`src/rtl/wec_pkg.sv`:
```
package wec_pkg;
  localparam int unsigned KIND_RISE = 0;
  localparam int unsigned KIND_FALL = 1;
  localparam int unsigned KIND_CLR  = 2;
  localparam int unsigned NUM_KINDS = 3;
endpackage

```
`src/rtl/wec_sync.sv`:
```
module wec_sync #(
  parameter int unsigned W = 64
) (
  input  logic         clk_i,
  input  logic         rst_ni,
  input  logic [W-1:0] async_i,
  output logic [W-1:0] rise_o,
  output logic [W-1:0] fall_o
);
  logic [W-1:0] meta_q, sync_q, prev_q;

  always_ff @(posedge clk_i or negedge rst_ni) begin
    if (!rst_ni) begin
      meta_q <= '0;
      sync_q <= '0;
      prev_q <= '0;
    end else begin
      meta_q <= async_i;
      sync_q <= meta_q;
      prev_q <= sync_q;
    end
  end

  assign rise_o = sync_q & ~prev_q;
  assign fall_o = ~sync_q & prev_q;
endmodule

```
`src/rtl/wec_bank.sv`:
```
module wec_bank #(
  parameter int unsigned W = 32
) (
  input  logic         clk_i,
  input  logic         rst_ni,
  input  logic [W-1:0] rise_edge_i,
  input  logic [W-1:0] fall_edge_i,
  input  logic         rise_we_i,
  input  logic         fall_we_i,
  input  logic         clr_we_i,
  input  logic [W-1:0] wdata_i,
  output logic [W-1:0] rise_o,
  output logic [W-1:0] fall_o
);
  logic [W-1:0] rise_q, fall_q, rise_d, fall_d, clr_mask;

  assign clr_mask = clr_we_i ? wdata_i : '0;

  // edge set is ORed last so it beats clear and load
  always_comb begin
    rise_d = rise_we_i ? wdata_i : (rise_q & ~clr_mask);
    fall_d = fall_we_i ? wdata_i : (fall_q & ~clr_mask);
    rise_d = rise_d | rise_edge_i;
    fall_d = fall_d | fall_edge_i;
  end

  always_ff @(posedge clk_i or negedge rst_ni) begin
    if (!rst_ni) begin
      rise_q <= '0;
      fall_q <= '0;
    end else begin
      rise_q <= rise_d;
      fall_q <= fall_d;
    end
  end

  assign rise_o = rise_q;
  assign fall_o = fall_q;

  assert_clr_R5: assert property (@(posedge clk_i) disable iff (!rst_ni)
    clr_we_i |=> (((rise_q & $past(wdata_i) & ~$past(rise_edge_i)) == '0) &&
                  ((fall_q & $past(wdata_i) & ~$past(fall_edge_i)) == '0)));

  assert_rise_sticky_R2: assert property (@(posedge clk_i) disable iff (!rst_ni)
    (!rise_we_i && !clr_we_i) |=> ((rise_q & $past(rise_q)) == $past(rise_q)));

  assert_fall_sticky_R3: assert property (@(posedge clk_i) disable iff (!rst_ni)
    (!fall_we_i && !clr_we_i) |=> ((fall_q & $past(fall_q)) == $past(fall_q)));

  assert_rise_set_R8: assert property (@(posedge clk_i) disable iff (!rst_ni)
    (|rise_edge_i) |=> ((rise_q & $past(rise_edge_i)) == $past(rise_edge_i)));

  assert_fall_set_R8: assert property (@(posedge clk_i) disable iff (!rst_ni)
    (|fall_edge_i) |=> ((fall_q & $past(fall_edge_i)) == $past(fall_edge_i)));
endmodule

```
`src/rtl/wec_regif.sv`:
```
module wec_regif
  import wec_pkg::*;
#(
  parameter int unsigned NUM_BANKS = 2,
  parameter int unsigned BANK_W    = 32,
  parameter int unsigned ADDR_W    = $clog2(NUM_KINDS*NUM_BANKS) + 2
) (
  input  logic                                clk_i,
  input  logic                                rst_ni,
  input  logic                                req_i,
  input  logic                                we_i,
  input  logic [ADDR_W-1:0]                   addr_i,
  input  logic [NUM_BANKS-1:0][BANK_W-1:0]    rise_i,
  input  logic [NUM_BANKS-1:0][BANK_W-1:0]    fall_i,
  output logic [NUM_BANKS-1:0]                rise_we_o,
  output logic [NUM_BANKS-1:0]                fall_we_o,
  output logic [NUM_BANKS-1:0]                clr_we_o,
  output logic [BANK_W-1:0]                   rdata_o,
  output logic                                rvalid_o
);
  localparam int unsigned WORD_W  = ADDR_W - 2;
  localparam int unsigned NUM_REG = NUM_KINDS * NUM_BANKS;
  localparam int unsigned BIDX_W  = (NUM_BANKS > 1) ? $clog2(NUM_BANKS) : 1;

  logic [WORD_W-1:0] word;
  int unsigned       widx, kind;
  logic [BIDX_W-1:0] bidx;
  logic              mapped, wr, rd, unused_lsb;
  logic [BANK_W-1:0] rd_mux, rdata_q;
  logic              rvalid_q;

  assign word       = addr_i[ADDR_W-1:2];
  assign unused_lsb = ^addr_i[1:0];
  assign wr         = req_i && we_i;
  assign rd         = req_i && !we_i;

  always_comb begin
    widx   = 32'(word);
    mapped = widx < NUM_REG;
    kind   = widx / NUM_BANKS;
    bidx   = BIDX_W'(widx % NUM_BANKS);
  end

  for (genvar b = 0; b < NUM_BANKS; b++) begin : g_dec
    assign rise_we_o[b] = wr && mapped && (kind == KIND_RISE) && (bidx == BIDX_W'(b));
    assign fall_we_o[b] = wr && mapped && (kind == KIND_FALL) && (bidx == BIDX_W'(b));
    assign clr_we_o[b]  = wr && mapped && (kind == KIND_CLR)  && (bidx == BIDX_W'(b));
  end

  always_comb begin
    rd_mux = '0;
    if (mapped) begin
      if (kind == KIND_RISE)      rd_mux = rise_i[bidx];
      else if (kind == KIND_FALL) rd_mux = fall_i[bidx];
    end
  end

  always_ff @(posedge clk_i or negedge rst_ni) begin
    if (!rst_ni) begin
      rdata_q  <= '0;
      rvalid_q <= 1'b0;
    end else begin
      rvalid_q <= rd;
      rdata_q  <= rd ? rd_mux : '0;
    end
  end

  assign rdata_o  = rdata_q;
  assign rvalid_o = rvalid_q;

  assert_rvalid_R11: assert property (@(posedge clk_i) disable iff (!rst_ni)
    rd |=> rvalid_o);

  assert_idle_R11: assert property (@(posedge clk_i) disable iff (!rst_ni)
    !rd |=> (!rvalid_o && rdata_o == '0));

  assert_clr_read_R9: assert property (@(posedge clk_i) disable iff (!rst_ni)
    (rd && (!mapped || kind == KIND_CLR)) |=> (rdata_o == '0));

  assert_wr_onehot_R6: assert property (@(posedge clk_i) disable iff (!rst_ni)
    $onehot0({rise_we_o, fall_we_o, clr_we_o}));
endmodule

```
`src/rtl/wake_edge_capture.sv`:
```
module wake_edge_capture
  import wec_pkg::*;
#(
  parameter int unsigned NUM_BANKS = 2,
  parameter int unsigned BANK_W    = 32,
  parameter int unsigned ADDR_W    = $clog2(NUM_KINDS*NUM_BANKS) + 2
) (
  input  logic                          clk_i,
  input  logic                          rst_ni,
  input  logic [NUM_BANKS*BANK_W-1:0]   wake_i,
  input  logic                          req_i,
  input  logic                          we_i,
  input  logic [ADDR_W-1:0]             addr_i,
  input  logic [BANK_W-1:0]             wdata_i,
  output logic [BANK_W-1:0]             rdata_o,
  output logic                          rvalid_o,
  output logic                          wake_req_o
);
  localparam int unsigned NUM_IN = NUM_BANKS * BANK_W;

  logic [NUM_IN-1:0]                 rise_flat, fall_flat;
  logic [NUM_BANKS-1:0][BANK_W-1:0]  rise_edge, fall_edge, rise_pend, fall_pend;
  logic [NUM_BANKS-1:0]              rise_we, fall_we, clr_we;
  logic                              req_q;

  wec_sync #(.W(NUM_IN)) u_sync (
    .clk_i   (clk_i),
    .rst_ni  (rst_ni),
    .async_i (wake_i),
    .rise_o  (rise_flat),
    .fall_o  (fall_flat)
  );

  assign rise_edge = rise_flat;
  assign fall_edge = fall_flat;

  for (genvar b = 0; b < NUM_BANKS; b++) begin : g_bank
    wec_bank #(.W(BANK_W)) u_bank (
      .clk_i       (clk_i),
      .rst_ni      (rst_ni),
      .rise_edge_i (rise_edge[b]),
      .fall_edge_i (fall_edge[b]),
      .rise_we_i   (rise_we[b]),
      .fall_we_i   (fall_we[b]),
      .clr_we_i    (clr_we[b]),
      .wdata_i     (wdata_i),
      .rise_o      (rise_pend[b]),
      .fall_o      (fall_pend[b])
    );
  end

  wec_regif #(
    .NUM_BANKS (NUM_BANKS),
    .BANK_W    (BANK_W),
    .ADDR_W    (ADDR_W)
  ) u_regif (
    .clk_i     (clk_i),
    .rst_ni    (rst_ni),
    .req_i     (req_i),
    .we_i      (we_i),
    .addr_i    (addr_i),
    .rise_i    (rise_pend),
    .fall_i    (fall_pend),
    .rise_we_o (rise_we),
    .fall_we_o (fall_we),
    .clr_we_o  (clr_we),
    .rdata_o   (rdata_o),
    .rvalid_o  (rvalid_o)
  );

  always_ff @(posedge clk_i or negedge rst_ni) begin
    if (!rst_ni) req_q <= 1'b0;
    else         req_q <= (|rise_pend) || (|fall_pend);
  end

  assign wake_req_o = req_q;

  assert_req_R10: assert property (@(posedge clk_i) disable iff (!rst_ni)
    1'b1 |=> (wake_req_o == $past((|rise_pend) || (|fall_pend))));
endmodule

```
`config.mk`:
```
export PLATFORM = sky130hd
export DESIGN_NAME = wake_edge_capture
export DESIGN_NICKNAME = d
export VERILOG_FILES = /design/src/rtl/wec_pkg.sv /design/src/rtl/wec_sync.sv /design/src/rtl/wec_bank.sv /design/src/rtl/wec_regif.sv /design/src/rtl/wake_edge_capture.sv
export SDC_FILE = /design/constraint.sdc
export NUM_CORES = 1
export LEC_CHECK = 0
export CAP_MARGIN = 20
export CORE_MARGIN = 3
export CORE_UTILIZATION = 40
export DETAILED_ROUTE_END_ITERATION = 12
export GPL_ROUTABILITY_DRIVEN = 0
export GPL_TIMING_DRIVEN = 0
export PLACE_DENSITY = 0.72
export SETUP_SLACK_MARGIN = 0.3
export SLEW_MARGIN = 20
export SYNTH_ARGS = -nofsm -noshare
export SYNTH_HDL_FRONTEND = slang
export SYNTH_SLANG_ARGS = --single-unit
```
`constraint.sdc`:
```
create_clock -name clk_i -period 1.23 [get_ports clk_i]
set_input_delay 0.246 -clock clk_i [delete_from_list [all_inputs] [get_ports clk_i]]
set_output_delay 0.246 -clock clk_i [all_outputs]
set_load 0.01 [all_outputs]
```
==> impl_results.md <==
* FMAX at 539.0 MHz
* Switching Fraction at 24.89%
* CORE AREA at 0.03270 mm²
* Rel. slew slack at 65.78%
* Simple-gate share of the synthesized area at 8.326%
* Yosys top cell by area: dfrtp_1
* DR vias at 10580
* Critical Path AT at 2.24 ns
* CP cell instances: nor4_2 -> nand4_1 -> nor4_4 -> nand2_2
* Drt pass-1 iters at 6
* Ratio of total power to cell area at 1395 mW/mm²
* Fin crit period at 1.855 ns
* Post-route setup slack at -0.6251 ns
* Filler cells at 2346
* RR Endpoint: wake_req_o
* Clk_lat worst skew at 0.53 ns
* R2R setup slack at -0.63 ns
* Seq pwr share at 47.1%
* Slowest CP cell: nor4_4
* IO Count at 139
* Avg Inst Size Synth at 12.79 µm²
* Vias per cell at 5.833
* Reg2reg start: g_bank[1].u_bank.fall_o[1]
* WP data required at 1.62 ns
* CP peak stage delay at 0.49 ns
* Worst reg2reg path depth at 4
* WS Path Type: flip-flop to flip-flop
* Hold Crit Class: input port to async pin
* Critical path fanouts, max at 3
* Footprint of the multi-input gates at 0.005094 mm²
* Overall routing resource usage at 23.01%
* Largest family of logic cells by synthesized area: compound AO/OA/AOI/OAI gates
* Setup TNS at -2.252 ns
* Port Buf Inserts at 135
* Share of cells above drive strength 1 at 35.62%
* Design area at 0.01987 mm²
* Synth top area cells: dfrtp_1 (66%), o21ai_0 (4.4%), a31o_1 (3.9%), nor2b_1 (3.8%), mux4_2 (2.7%)
* GRT overflow at 0
* Part of the cycle the worst path needs at 150.8%
* P_sw at 6.895 mW
* Clock tree sinks at 354
* First-pass GRT wire length at 63.09 mm
* DR DRC count at 0
* Final WL at 45.54 mm
* RSZ-0062 raised after global routing: yes
* Clock power frac at 41.5%
* Setup crit end kind: flip-flop
* Failing checks: negative hold slack, negative setup slack
* Max-Cap Viols at 0
* DP HPWL at 22.74 mm
* Multiplexer share of the synthesized area at 4.956%
* Xor/xnor share of the synthesized area at 0%
* Yosys top cell area share at 66.45%
* Syn_nets at 1147
* Leak at 8.341 nW
* Synth Instances at 1042
* Synth Area in Compound Gates at 15.89%
* DR WL/cell at 25.12 µm
* Worst VDD drop at 1.076 mV
* Internal Power at 20.81 mW
* Die ar. at 0.03555 mm²
* Clock Pin Slew Worst Setup and Hold Paths at 0.08 ns
* Largest net degree at the start of global routing at 89
* Row count at 66
* H-tree depth at 2
* Total CTS buffers at 38
* Detail Route Antenna Nets at 0
* DRT iter0 DRCs at 1028
* WHS at -0.3634 ns
* Final setup fails at 60
* Sequential cell area at 0.008864 mm²
* Die Height at 188.6 µm
* Ys Warns at 0
* Mapped cell area at 0.01333 mm²
* Post-synthesis adder-cell area fraction at 0%
* Slew @ Worst Pin at 0.5087 ns
* CTS root buffer: clkbuf_16
* Die span in x at 188.6 µm
* Logic pwr share at 11.4%
* Unique cell type count in the Yosys netlist at 30
* Final Hold Fails at 65
* Initial antenna violation count at 2
* Yosys reg bits at 354
* Initial Util at 40.76%
* Slew Viols, Final at 0
* CTS tree: built
* Status: complete, but fails checks
* Final net count at 1448
* Area grow syn2layout at 49.02%
* Clk_skew at 0.02629 ns
* Seq/Total Area, Yosys at 66.45%
* Post-DP Area at 0.01547 mm²
* Vias in the first global route at 10800
* Maximum root-to-sink buffer count at 3
* Crit start category: flip-flop
* Final core occ at 60.75%
-- sequential cells by signal (all words and copies together) (netlist names) --
name,count
u_sync.meta_q,64
g_bank.u_bank.fall_o,64
u_sync.sync_q,64
u_regif.rdata_o,32
u_sync.prev_q,64
u_regif.rvalid_o,1
g_bank.u_bank.rise_o,64
wake_req_o,1
-- critical path: cells and delay by family, from the launching register on --
kind / cells / cell delay [ns]
and+or+nand+nor: 4 / 1.28
DFF: 1 / 0.44
-- stage by stage --
| step | power, mW | setup slack (ns) | std cells |
|---|---|---|---|
| after floorplan | 13.99 | -0.1297 | 1042 |
| after global placement | 15.08 | -15.22 | 1619 |
| after detailed placement | 15.20 | -1.640 | 1623 |
| after CTS | 27.14 | -0.3535 | 1774 |
| after global routing | 28.62 | -0.5626 | 1812 |
| final | 27.71 | -0.6251 | 1813 |
-- worst max path at each step --
stage / from / end / slack (ns) / cells past startpoint
6_report: g_bank[1].u_bank.fall_o[1] / wake_req_o / -0.63 / 4
5_1_grt: g_bank[1].u_bank.fall_o[1] / wake_req_o / -0.56 / 4
4_1_cts: g_bank[1].u_bank.rise_o[4] / wake_req_o / -0.35 / 4
3_5_place_dp: req_i / u_regif.rdata_o[11] / -1.64 / 5
3_3_place_gp: rst_ni / u_sync.meta_q[24] / -15.22 / 1
2_1_floorplan: addr_i[2] / g_bank[0].u_bank.fall_o[31] / -0.13 / 6
-- cells in the mapped netlist --
library cell,instances
dfrtp_1,354
o21ai_0,116
nor2b_1,81
a21oi_1,66
inv_1,65
a31o_1,59
o22ai_1,47
nand2_1,34
nor4_1,34
a22o_1,32
mux2i_1,30
buf_2,22
mux4_2,16
and2_1,15
buf_6,15
o21ai_1,13
clkbuf_1,9
nand4_1,8
a31o_2,5
buf_4,3
nand2b_1,3
nor2_1,3
nor2_2,3
or2_1,3
a211oi_1,1
buf_1,1
nand3_2,1
nand3b_4,1
nor3b_2,1
or3b_1,1
-- cell families (layout without fill, tap and decap cells) --
| family | count (synthesis) | count (layout) |
|---|---|---|
| other cells | 0 | 1 |
| flops | 354 | 354 |
| mux | 46 | 46 |
| buf+inv | 115 | 443 |
| simple gates | 188 | 188 |
| compound gates | 339 | 339 |
-- area by class of cell --
cell class              count  area share [%]
well taps                 442           2.784
flip-flops and latches    354           44.62
diodes                      1         0.01260
clock inverters            17          0.8251
inverters                  65           1.228
plain buffers              50           3.773
clock buffers              50           5.524
multi-input cells         573           25.64
repair buffers            261           15.59
-- power groups by stage --
| stage | sequential (mW) | combinational, mW | clock, mW |
|---|---|---|---|
| 2_1_floorplan | 12.9 | 1.05 | 0 |
| 3_3_place_gp | 13.1 | 1.98 | 0 |
| 3_5_place_dp | 13.1 | 2.10 | 0 |
| 4_1_cts | 12.9 | 2.63 | 11.6 |
| 5_1_grt | 13.1 | 3.33 | 12.2 |
| 6_report | 13.1 | 3.14 | 11.5 |
-- cell usage in the layout, fill, tap and decap left out, types with 26 or more instances in the layout --
master           Yosys  final
dfrtp_1            354    350
clkdlybuf4s50_1      0     96
inv_1               65     65
nor2b_1             81     65
a31o_1              59     59
o21ai_2              0     57
a21oi_1             66     56
o21ai_1             13     55
buf_6               15     48
buf_4                3     47
clkbuf_16            0     45
buf_12               0     32
a22o_1              32     32
buf_2               22     29
mux2i_1             30     26
-- layer usage --
metal | wire, µm | GRT usage [%] | up-vias | share of wire (%)
met5 | 11 | 0 | - | 0.024
met2 | 20950 | 36.35 | 711 | 46
met3 | 4483 | 4.837 | 246 | 9.8
li1 | - | - | 4371 | -
met4 | 3256 | 13.18 | 2 | 7.2
met1 | 16830 | 29.63 | 5246 | 37
-- repair_timing --
action | 4_1_cts | 5_1_grt
pin swaps | 100 | 89
gates cloned | 25 | 5
buffers inserted | 59 | 33
resized for setup | 529 | 142
endpoints found under the setup margin | 196 | 221
endpoints found under the hold margin | 48 | 48
(Power assumes the default switching activity.)
